`config.mk`:
```
export PLATFORM = sky130hd
export DESIGN_NAME = rst_hub
export DESIGN_NICKNAME = d
export VERILOG_FILES = /design/src/rtl/rst_hub_pkg.sv /design/src/rtl/rst_hub_sync.sv /design/src/rtl/rst_hub_brownout.sv /design/src/rtl/rst_hub_stretch.sv /design/src/rtl/rst_hub.sv
export SDC_FILE = /design/constraint.sdc
export NUM_CORES = 1
export LEC_CHECK = 0
export BUFFER_PORTS_ARGS = -buffer_cell sky130_fd_sc_hd__buf_2
export CAP_MARGIN = 30
export CORE_UTILIZATION = 55
export CTS_BUF_LIST = sky130_fd_sc_hd__clkbuf_2
export DETAILED_ROUTE_END_ITERATION = 7
export GPL_ROUTABILITY_DRIVEN = 0
export PLACE_DENSITY = 0.83
export SLEW_MARGIN = 20
export SYNTH_ARGS = -nofsm -noshare
export SYNTH_HDL_FRONTEND = slang
export SYNTH_SLANG_ARGS = --single-unit
```
`constraint.sdc`:
```
create_clock -name clk_i -period 2.56 [get_ports clk_i]
set_input_delay 0.128 -clock clk_i [delete_from_list [all_inputs] [get_ports clk_i]]
set_output_delay 0.128 -clock clk_i [all_outputs]
set_load 0.03 [all_outputs]
```
`src/rtl/rst_hub_pkg.sv`:
```
package rst_hub_pkg;
  localparam int NSRC    = 4;
  localparam int SRC_VM1 = 0;
  localparam int SRC_VM2 = 1;
  localparam int SRC_WDT = 2;
  localparam int SRC_SW  = 3;

  typedef logic [1:0] clk_sel_t;
  localparam clk_sel_t CLK_LS_DIV8 = 2'b01;
  localparam logic [NSRC-1:0] CAUSE_VM1 = NSRC'(1) << SRC_VM1;
endpackage

```
`src/rtl/rst_hub_sync.sv`:
```
module rst_hub_sync #(
  parameter int WIDTH  = 2,
  parameter int STAGES = 2
) (
  input  logic             clk_i,
  input  logic             rst_ni,
  input  logic [WIDTH-1:0] d_i,
  output logic [WIDTH-1:0] q_o
);
  for (genvar i = 0; i < WIDTH; i++) begin : g_bit
    logic [STAGES-1:0] sh_q;
    always_ff @(posedge clk_i or negedge rst_ni) begin
      if (!rst_ni) sh_q <= '0;
      else         sh_q <= {sh_q[STAGES-2:0], d_i[i]};
    end
    assign q_o[i] = sh_q[STAGES-1];
  end
endmodule

```
`src/rtl/rst_hub_brownout.sv`:
```
module rst_hub_brownout #(
  parameter int RELEASE_CYC = 32
) (
  input  logic clk_i,
  input  logic rst_ni,
  input  logic low_i,
  output logic hold_o
);
  localparam int CNT_W = (RELEASE_CYC > 2) ? $clog2(RELEASE_CYC) : 1;
  localparam logic [CNT_W-1:0] LAST = CNT_W'(RELEASE_CYC - 1);

  logic [CNT_W-1:0] cnt_q;
  logic             hold_q;

  always_ff @(posedge clk_i or negedge rst_ni) begin
    if (!rst_ni) begin
      hold_q <= 1'b1;
      cnt_q  <= '0;
    end else if (low_i) begin
      hold_q <= 1'b1;
      cnt_q  <= '0;
    end else if (hold_q) begin
      if (cnt_q == LAST) begin
        hold_q <= 1'b0;
        cnt_q  <= '0;
      end else begin
        cnt_q <= cnt_q + 1'b1;
      end
    end
  end

  assign hold_o = hold_q;
endmodule

```
`src/rtl/rst_hub_stretch.sv`:
```
module rst_hub_stretch #(
  parameter int HOLD_CYC = 4
) (
  input  logic clk_i,
  input  logic rst_ni,
  input  logic trig_i,
  output logic active_o
);
  localparam int CNT_W = $clog2(HOLD_CYC + 1);

  logic [CNT_W-1:0] cnt_q;

  always_ff @(posedge clk_i or negedge rst_ni) begin
    if (!rst_ni)           cnt_q <= '0;
    else if (trig_i)       cnt_q <= CNT_W'(HOLD_CYC);
    else if (cnt_q != '0)  cnt_q <= cnt_q - 1'b1;
  end

  assign active_o = (cnt_q != '0);
endmodule

```
`src/rtl/rst_hub.sv`:
```
module rst_hub
  import rst_hub_pkg::*;
#(
  parameter int RELEASE_CYC = 32,
  parameter int PULSE_CYC   = 4,
  parameter int SYNC_STAGES = 2
) (
  input  logic            clk_i,
  input  logic            rst_ni,
  input  logic            vmon1_low_i,
  input  logic            vmon2_low_i,
  input  logic            wdt_uflow_i,
  input  logic            wdt_rst_en_i,
  input  logic            sw_rst_wr_i,
  input  logic            sw_rst_wdata_i,
  input  logic            cause_wr_i,
  input  logic [NSRC-1:0] cause_wdata_i,
  input  logic            clk_sel_wr_i,
  input  logic [1:0]      clk_sel_wdata_i,
  output logic            sys_rst_o,
  output logic            keep_rst_o,
  output logic            vec_fetch_o,
  output logic [1:0]      clk_sel_o,
  output logic [NSRC-1:0] cause_o,
  output logic            sw_rst_bit_o
);
  logic [1:0]      vm_s;
  logic            vm1_hold;
  logic            pulse_act;
  logic            wdt_trig;
  logic            prim;
  logic            sys_rst;
  logic            rst_d_q;
  logic            sw_bit_q;
  clk_sel_t        clk_sel_q;
  logic [NSRC-1:0] cause_q;
  logic [NSRC-1:0] srcs;

  rst_hub_sync #(.WIDTH(2), .STAGES(SYNC_STAGES)) u_sync (
    .clk_i (clk_i),
    .rst_ni(rst_ni),
    .d_i   ({vmon2_low_i, vmon1_low_i}),
    .q_o   (vm_s)
  );

  rst_hub_brownout #(.RELEASE_CYC(RELEASE_CYC)) u_brownout (
    .clk_i (clk_i),
    .rst_ni(rst_ni),
    .low_i (vm_s[0]),
    .hold_o(vm1_hold)
  );

  assign wdt_trig = wdt_uflow_i & wdt_rst_en_i;

  rst_hub_stretch #(.HOLD_CYC(PULSE_CYC)) u_stretch (
    .clk_i   (clk_i),
    .rst_ni  (rst_ni),
    .trig_i  (wdt_trig | sw_bit_q),
    .active_o(pulse_act)
  );

  assign prim    = vm_s[0] | vm1_hold;
  assign sys_rst = prim | vm_s[1] | pulse_act;

  always_comb begin
    srcs          = '0;
    srcs[SRC_VM1] = vm_s[0];
    srcs[SRC_VM2] = vm_s[1];
    srcs[SRC_WDT] = wdt_trig;
    srcs[SRC_SW]  = sw_bit_q;
  end

  always_ff @(posedge clk_i or negedge rst_ni) begin
    if (!rst_ni) begin
      rst_d_q   <= 1'b1;
      sw_bit_q  <= 1'b0;
      clk_sel_q <= CLK_LS_DIV8;
      cause_q   <= CAUSE_VM1;
    end else begin
      rst_d_q <= sys_rst;
      // self-clear on the edge that launches the stretched reset
      if (sw_bit_q)                                       sw_bit_q <= 1'b0;
      else if (sw_rst_wr_i && sw_rst_wdata_i && !sys_rst) sw_bit_q <= 1'b1;

      if (sys_rst)           clk_sel_q <= CLK_LS_DIV8;
      else if (clk_sel_wr_i) clk_sel_q <= clk_sel_wdata_i;

      // primary monitor wins; fresh reset replaces, overlapping one accumulates
      if (prim)                           cause_q <= CAUSE_VM1;
      else if (srcs != '0)                cause_q <= rst_d_q ? (cause_q | srcs) : srcs;
      else if (cause_wr_i && !sys_rst)    cause_q <= cause_q & cause_wdata_i;
    end
  end

  assign sys_rst_o    = sys_rst;
  assign keep_rst_o   = prim;
  assign vec_fetch_o  = rst_d_q & ~sys_rst;
  assign clk_sel_o    = clk_sel_q;
  assign cause_o      = cause_q;
  assign sw_rst_bit_o = sw_bit_q;
endmodule

```
**Word-level counts from Yosys, hierarchy flattened**

Cells that the tools add are included.

- Register bits: 21
- Logic and storage cells: 47
- Input bits: 16

- Add/subtract/negate cells: 2
- Multiplexer cells: 16
- Reduce and logical (&&, ||, !) cells: 10
- Bitwise gates (word level): 9
- Eq/ne operators: 1

Operator list:

| kind | count |
|---|---|
| $mux W4 | 4 |
| $mux W5 | 3 |
| $mux W3 | 2 |
| $reduce_bool A2 Y1 | 3 |
| $reduce_bool A3 Y1 | 2 |
| $add A5 B1 Y5 const B | 1 |
| $eq A5 B5 Y1 const B | 1 |
| $mux W1 | 5 |
| $and A4 B4 Y4 | 1 |
| $mux W2 | 2 |
| $or A1 B1 Y1 | 4 |
| $or A4 B4 Y4 | 1 |
| $reduce_bool A4 Y1 | 1 |
| $logic_and A1 B1 Y1 | 3 |
| $sub A3 B1 Y3 const B | 1 |
| $and A1 B1 Y1 | 2 |
| $logic_not A1 Y1 | 1 |
| $not A1 Y1 | 1 |

**Longest topological paths before layout**

- Depth after elaboration: 8
- Gate-level depth with buffers: 7
- Mapped depth without buffers: 7

**Cells and area by module**

From an unflattened synthesis, not the netlist that was laid out.

- Cell total of the unflattened synthesis: 89
- Area total of the unflattened synthesis: 1048.5 µm²

By module, submodules not included:

| module | instances | cells an instance | area an instance (µm²) | seq. area each (µm²) |
|---|---|---|---|---|
| rst_hub | 1 | 39 | 441.7 | 203.9 |
| rst_hub_brownout | 1 | 28 | 314.1 | 151.4 |
| rst_hub_stretch | 1 | 16 | 177.7 | 75.1 |
| rst_hub_sync | 1 | 6 | 115.1 | 100.1 |

**Least setup slack after synthesis**

Ideal clock, no wire load.

- Path type: reg-to-reg
- Start: reg u_brownout.cnt_q[0]
- End: reg u_brownout.cnt_q[0]
- Stages on the path, launching flop included: 7
- Slack: 975 ps
- Library setup time: 72 ps
- Arrival time: 1513 ps
- Buffers on the path: 0
- Cells stage by stage: dfrtp_1 > ha_1 > and3_1 > ha_1 > or2b_1 > mux2_2 > nor2_1

- Cells in the longest elaborated chain, start to end: 4
- Elaborated cells on any way between the ends: 5
- Classes of those cells: add/sub (1); eq/ne (1); mux (3)

Ends and longest elaborated chain:

| what | RTL line | RTL |
|---|---|---|
| start, declared | rst_hub_brownout.sv:12 | `logic [CNT_W-1:0] cnt_q;` |
| start signal, assigned | rst_hub_brownout.sv:27 | `cnt_q <= cnt_q + 1'b1;` |
| $add A5 B1 Y5 / $eq A5 B5 Y1 (equally long branches) | rst_hub_brownout.sv:27, rst_hub_brownout.sv:23 |  |
| $mux W5 * | rst_hub_brownout.sv:23 | `if (cnt_q == LAST) begin` |
| $mux W5 * | rst_hub_brownout.sv:22 | `end else if (hold_q) begin` |
| $mux W5 * | rst_hub_brownout.sv:19 | `end else if (low_i) begin` |

Every way passes the cells marked *; elsewhere a longest branch is shown, timed or not. The select of a mux whose other input is x is not followed.
A chain may end at the register's enable or synchronous reset.

**Worst setup path in the final report**

- Start: reg u_sync.g_bit[0].sh_q[1]
- End: out vec_fetch_o

- Cells in the longest elaborated chain, start to end: 5

Ends and longest elaborated chain:

| what | RTL line | RTL |
|---|---|---|
| start, declared | rst_hub_sync.sv:11 | `logic [STAGES-1:0] sh_q;` |
| start signal, assigned | rst_hub_sync.sv:14 | `else sh_q <= {sh_q[STAGES-2:0], d_i[i]};` |
| $or A1 B1 Y1 | rst_hub.sv:62 | `assign prim = vm_s[0] \| vm1_hold;` |
| $or A1 B1 Y1 (2 in series) | rst_hub.sv:63 | `assign sys_rst = prim \| vm_s[1] \| pulse_act;` |
| $not A1 Y1 | rst_hub.sv:97 | `assign vec_fetch_o = rst_d_q & ~sys_rst;` |
| $and A1 B1 Y1 | rst_hub.sv:97 |  |
| end, declared | rst_hub.sv:22 | `output logic vec_fetch_o,` |

Every way passes these cells.

==> run_results.csv <==
group,metric,value,unit
critical_path,start_kind,"flop",
route,ant_nets,0,
floorplanning,dieArea,0.00190,mm2
floorplanning,die_y,43.6,um
floorplanning,coreArea,0.00156,mm2
placement,placed_area,0.00109,mm2
global_route,use_met2,36.1,%
synthesis,syn_area_per_cell,11.3,um2
synthesis,yosys-top-cells-count,"dfrtp_1 (17), nor2_1 (10), a21oi_1 (6)",
route,vias,735,
timing,drv_slew,0,
cells_and_area,drive_gt1_share,35.0,%
critical_path,r2r_end,"u_brownout.cnt_q[2]",
critical_path,cp.arrival,1.72,ns
floorplanning,io_pins,26,
pwr,max-vdd-ir-drop,0.376,mV
global_route,busiest_layer,"met2",
critical_path,crit_type,"flop to output pin",
synthesis,synth_seq_cells,21,
synthesis,netlist_top_cells_area,"dfrtp_1 (45%), dfstp_2 (11%), ha_1 (5.3%)",
timing,min_period,1.84,ns
critical_path,regToRegSetupSlack,0.84,ns
route,initialDrtViolationCount,13,
cells_and_area,fin_area,0.00116,mm2
synthesis,yosysTopAreaCell,"dfrtp_1",
cells_and_area,syn_to_final_growth,21.4,%
route,dr.pass1.iters,6,
cells_and_area,num_antenna_cells,0,
outcome,violations,"DRC",
critical_path,reg2reg_depth,7,
critical_path,crit_buf_inv,1,
worst_hold_path,worstHoldStart,"clk_sel_wdata_i[0]",
global_route,gr-usage-all-layers,21.0,%
clocking,cts-buffers-inserted,3,
clocking,clockRootBuffer,"clkbuf_2",
synthesis,syn_nets,104,
clocking,cts_htree_levels,1,
timing,finalSetupViolCount,0,
pwr,power_density,577,mW/mm2
floorplanning,die_width,43.6,um
route,wl,1700,um
clocking,insertion_delay,0.31,ns
synthesis,synthCells,84,
global_route,antenna_found_initial,0,
synthesis,async_flop_share,100,%
clocking,clk_pin_slew,0.18,ns
critical_path,worst-path-stages,4,
synthesis,synth-edff-count,0,
synthesis,synth_warnings,0,
timing,slew_headroom,70.3,%
route,drc,3,
synthesis,ys_seq_area_share,55.7,%
critical_path,critPathTopFamily,"simple AND/OR/NAND/NOR gates",
clocking,clock_path_buffers,2,
critical_path,crit_end,"vec_fetch_o",
pwr,p_leak,0.000589,uW
global_route,grt_pass1_vias,732,
timing,rsz0062_at_grt,"no",
timing,fin_tns_setup,0,ns
timing,finalHoldViolations,0,
critical_path,rr_startpoint,"u_brownout.cnt_q[0]",
synthesis,synth_top_area_share,44.7,%
placement,dp_hpwl,1260,um
timing,worst_pin_slew,0.445,ns
synthesis,synth_area,952,um2
global_route,overflow,0,
placement,portBuffers,25,
clocking,post_cts_resize_count,0,
synthesis,ys_types,28,
critical_path,slowest_delay,0.49,ns
floorplanning,start_util,61.1,%
timing,fmax,542,MHz
synthesis,synth_ff_type,"dfrtp_1",
synthesis,synth.most_common_cell,"dfrtp_1",
timing,finClkSkew,0.0125,ns
timing,fin_crit_sh,72.1,%
critical_path,end_kind,"output pin",
critical_path,path_max_fanout,8,
global_route,grt_pass1_wl,2830,um
worst_hold_path,min_path_type,"primary input to flop",
outcome,outcome,"complete, but fails checks",
job,maxCapViolCount,0,
clocking,cts_sinks,21,
global_route,grt_use_met1,23.0,%
global_route,met3_usage,6.25,%
critical_path,cp_cell_sequence,"or2_1 > nor3_4 > and2_2 > buf_2",
route,vias_per_cell,5.53,
floorplanning,rows,14,
critical_path,critPathSlowestCell,"dfrtp_1",
critical_path,required,2.43,ns
clocking,tritoncts,"yes",
global_route,grt_start_max_net_pins,22,
critical_path,crit_start,"u_sync.g_bit[0].sh_q[1]",
route,wl_per_cell,12.8,um
cells_and_area,final_nets,138,
[cell usage in the layout (no fill, tap or decap), types with 4 or more instances in the layout]
cell type,synthesis,final
dfstp_2,4,4
ha_1,4,4
buf_2,0,25
a21oi_1,6,6
dlygate4sd3_1,0,5
dfrtp_1,17,17
nor2_1,10,10
nand2_1,5,5
mux2i_1,4,4
inv_1,5,5
[through the flow]
step	power (uW)	worst slack (ns)	hold slack [ns]	std cells	utilization [%]
floorplan	495	0.975	-0.168	84	-
global placement	530	0.944	0.0994	124	69.7
detailed placement	538	0.863	0.102	124	69.7
CTS	676	0.679	0.00573	132	73.5
global route	719	0.572	0.0171	133	74.2
finish	667	0.715	0.0606	133	74.2
[cells by family after synthesis]
group | after synthesis | share of synthesized area (%)
muxes | 6 | 6.57
AOI/OAI and AO/OA | 16 | 11.3
adders and majority gates | 4 | 5.26
buffers and inverters | 7 | 3.55
xor gates and xnor gates | 1 | 0.920
and+or+nand+nor | 29 | 16.7
DFF | 21 | 55.7
[per-layer routing]
layer / part of all wire [%] / wire length, um
met2: 50 / 856
met4: 1.5 / 25
met1: 44 / 743
met3: 4.5 / 76
met5: 0 / 0
[what timing repair did]
item,in CTS,in global routing
setup endpoints to repair,0,0
buffers inserted,0,0
hold endpoints to repair,20,1
hold buffers,4,1
[state kept, by name, summed over array words and instances, names as in the netlist]
register,count
u_brownout.cnt_q,5
cause_o,4
u_sync.g_bit.sh_q,4
u_stretch.cnt_q,3
clk_sel_o,2
rst_d_q,1
sw_rst_bit_o,1
u_brownout.hold_o,1
[worst register-to-register path, cell delays in order, from the launching register on]
cell and delay [ns]:
dfrtp_1 0.44, ha_1 0.23, and3_1 0.19, ha_1 0.20
or2b_1 0.27, nor3b_1 0.20, a21oi_1 0.06, nor2_1 0.09
[where the power goes]
part	internal (uW)	switching [uW]
sequential	364	17.4
combinational	70.1	85.4
clock	35.4	95.0
[worst min path at each step]
stage                          to  slack [ns]  depth (start not counted)
5_1_grt              clk_sel_o[0]        0.02                          3
4_1_cts              sw_rst_bit_o       0.006                          3
3_3_place_gp   u_stretch.cnt_q[0]         0.1                          1
6_report             clk_sel_o[0]        0.06                          3
3_5_place_dp   u_stretch.cnt_q[2]        0.10                          1
2_1_floorplan          cause_o[1]       -0.17                          0
[final cells by class]
cell class / instances / area, um2
Timing Repair Buffer: 30 / 175
Multi-Input combinational cell: 56 / 388
Clock buffer: 3 / 15.0
Tap cell: 16 / 20.0
Fill cell: 108 / 403
Clock inverter: 1 / 5.00
Sequential cell: 21 / 531
Inverter: 6 / 22.5
Note: power is estimated with default switching activity, not from simulation.
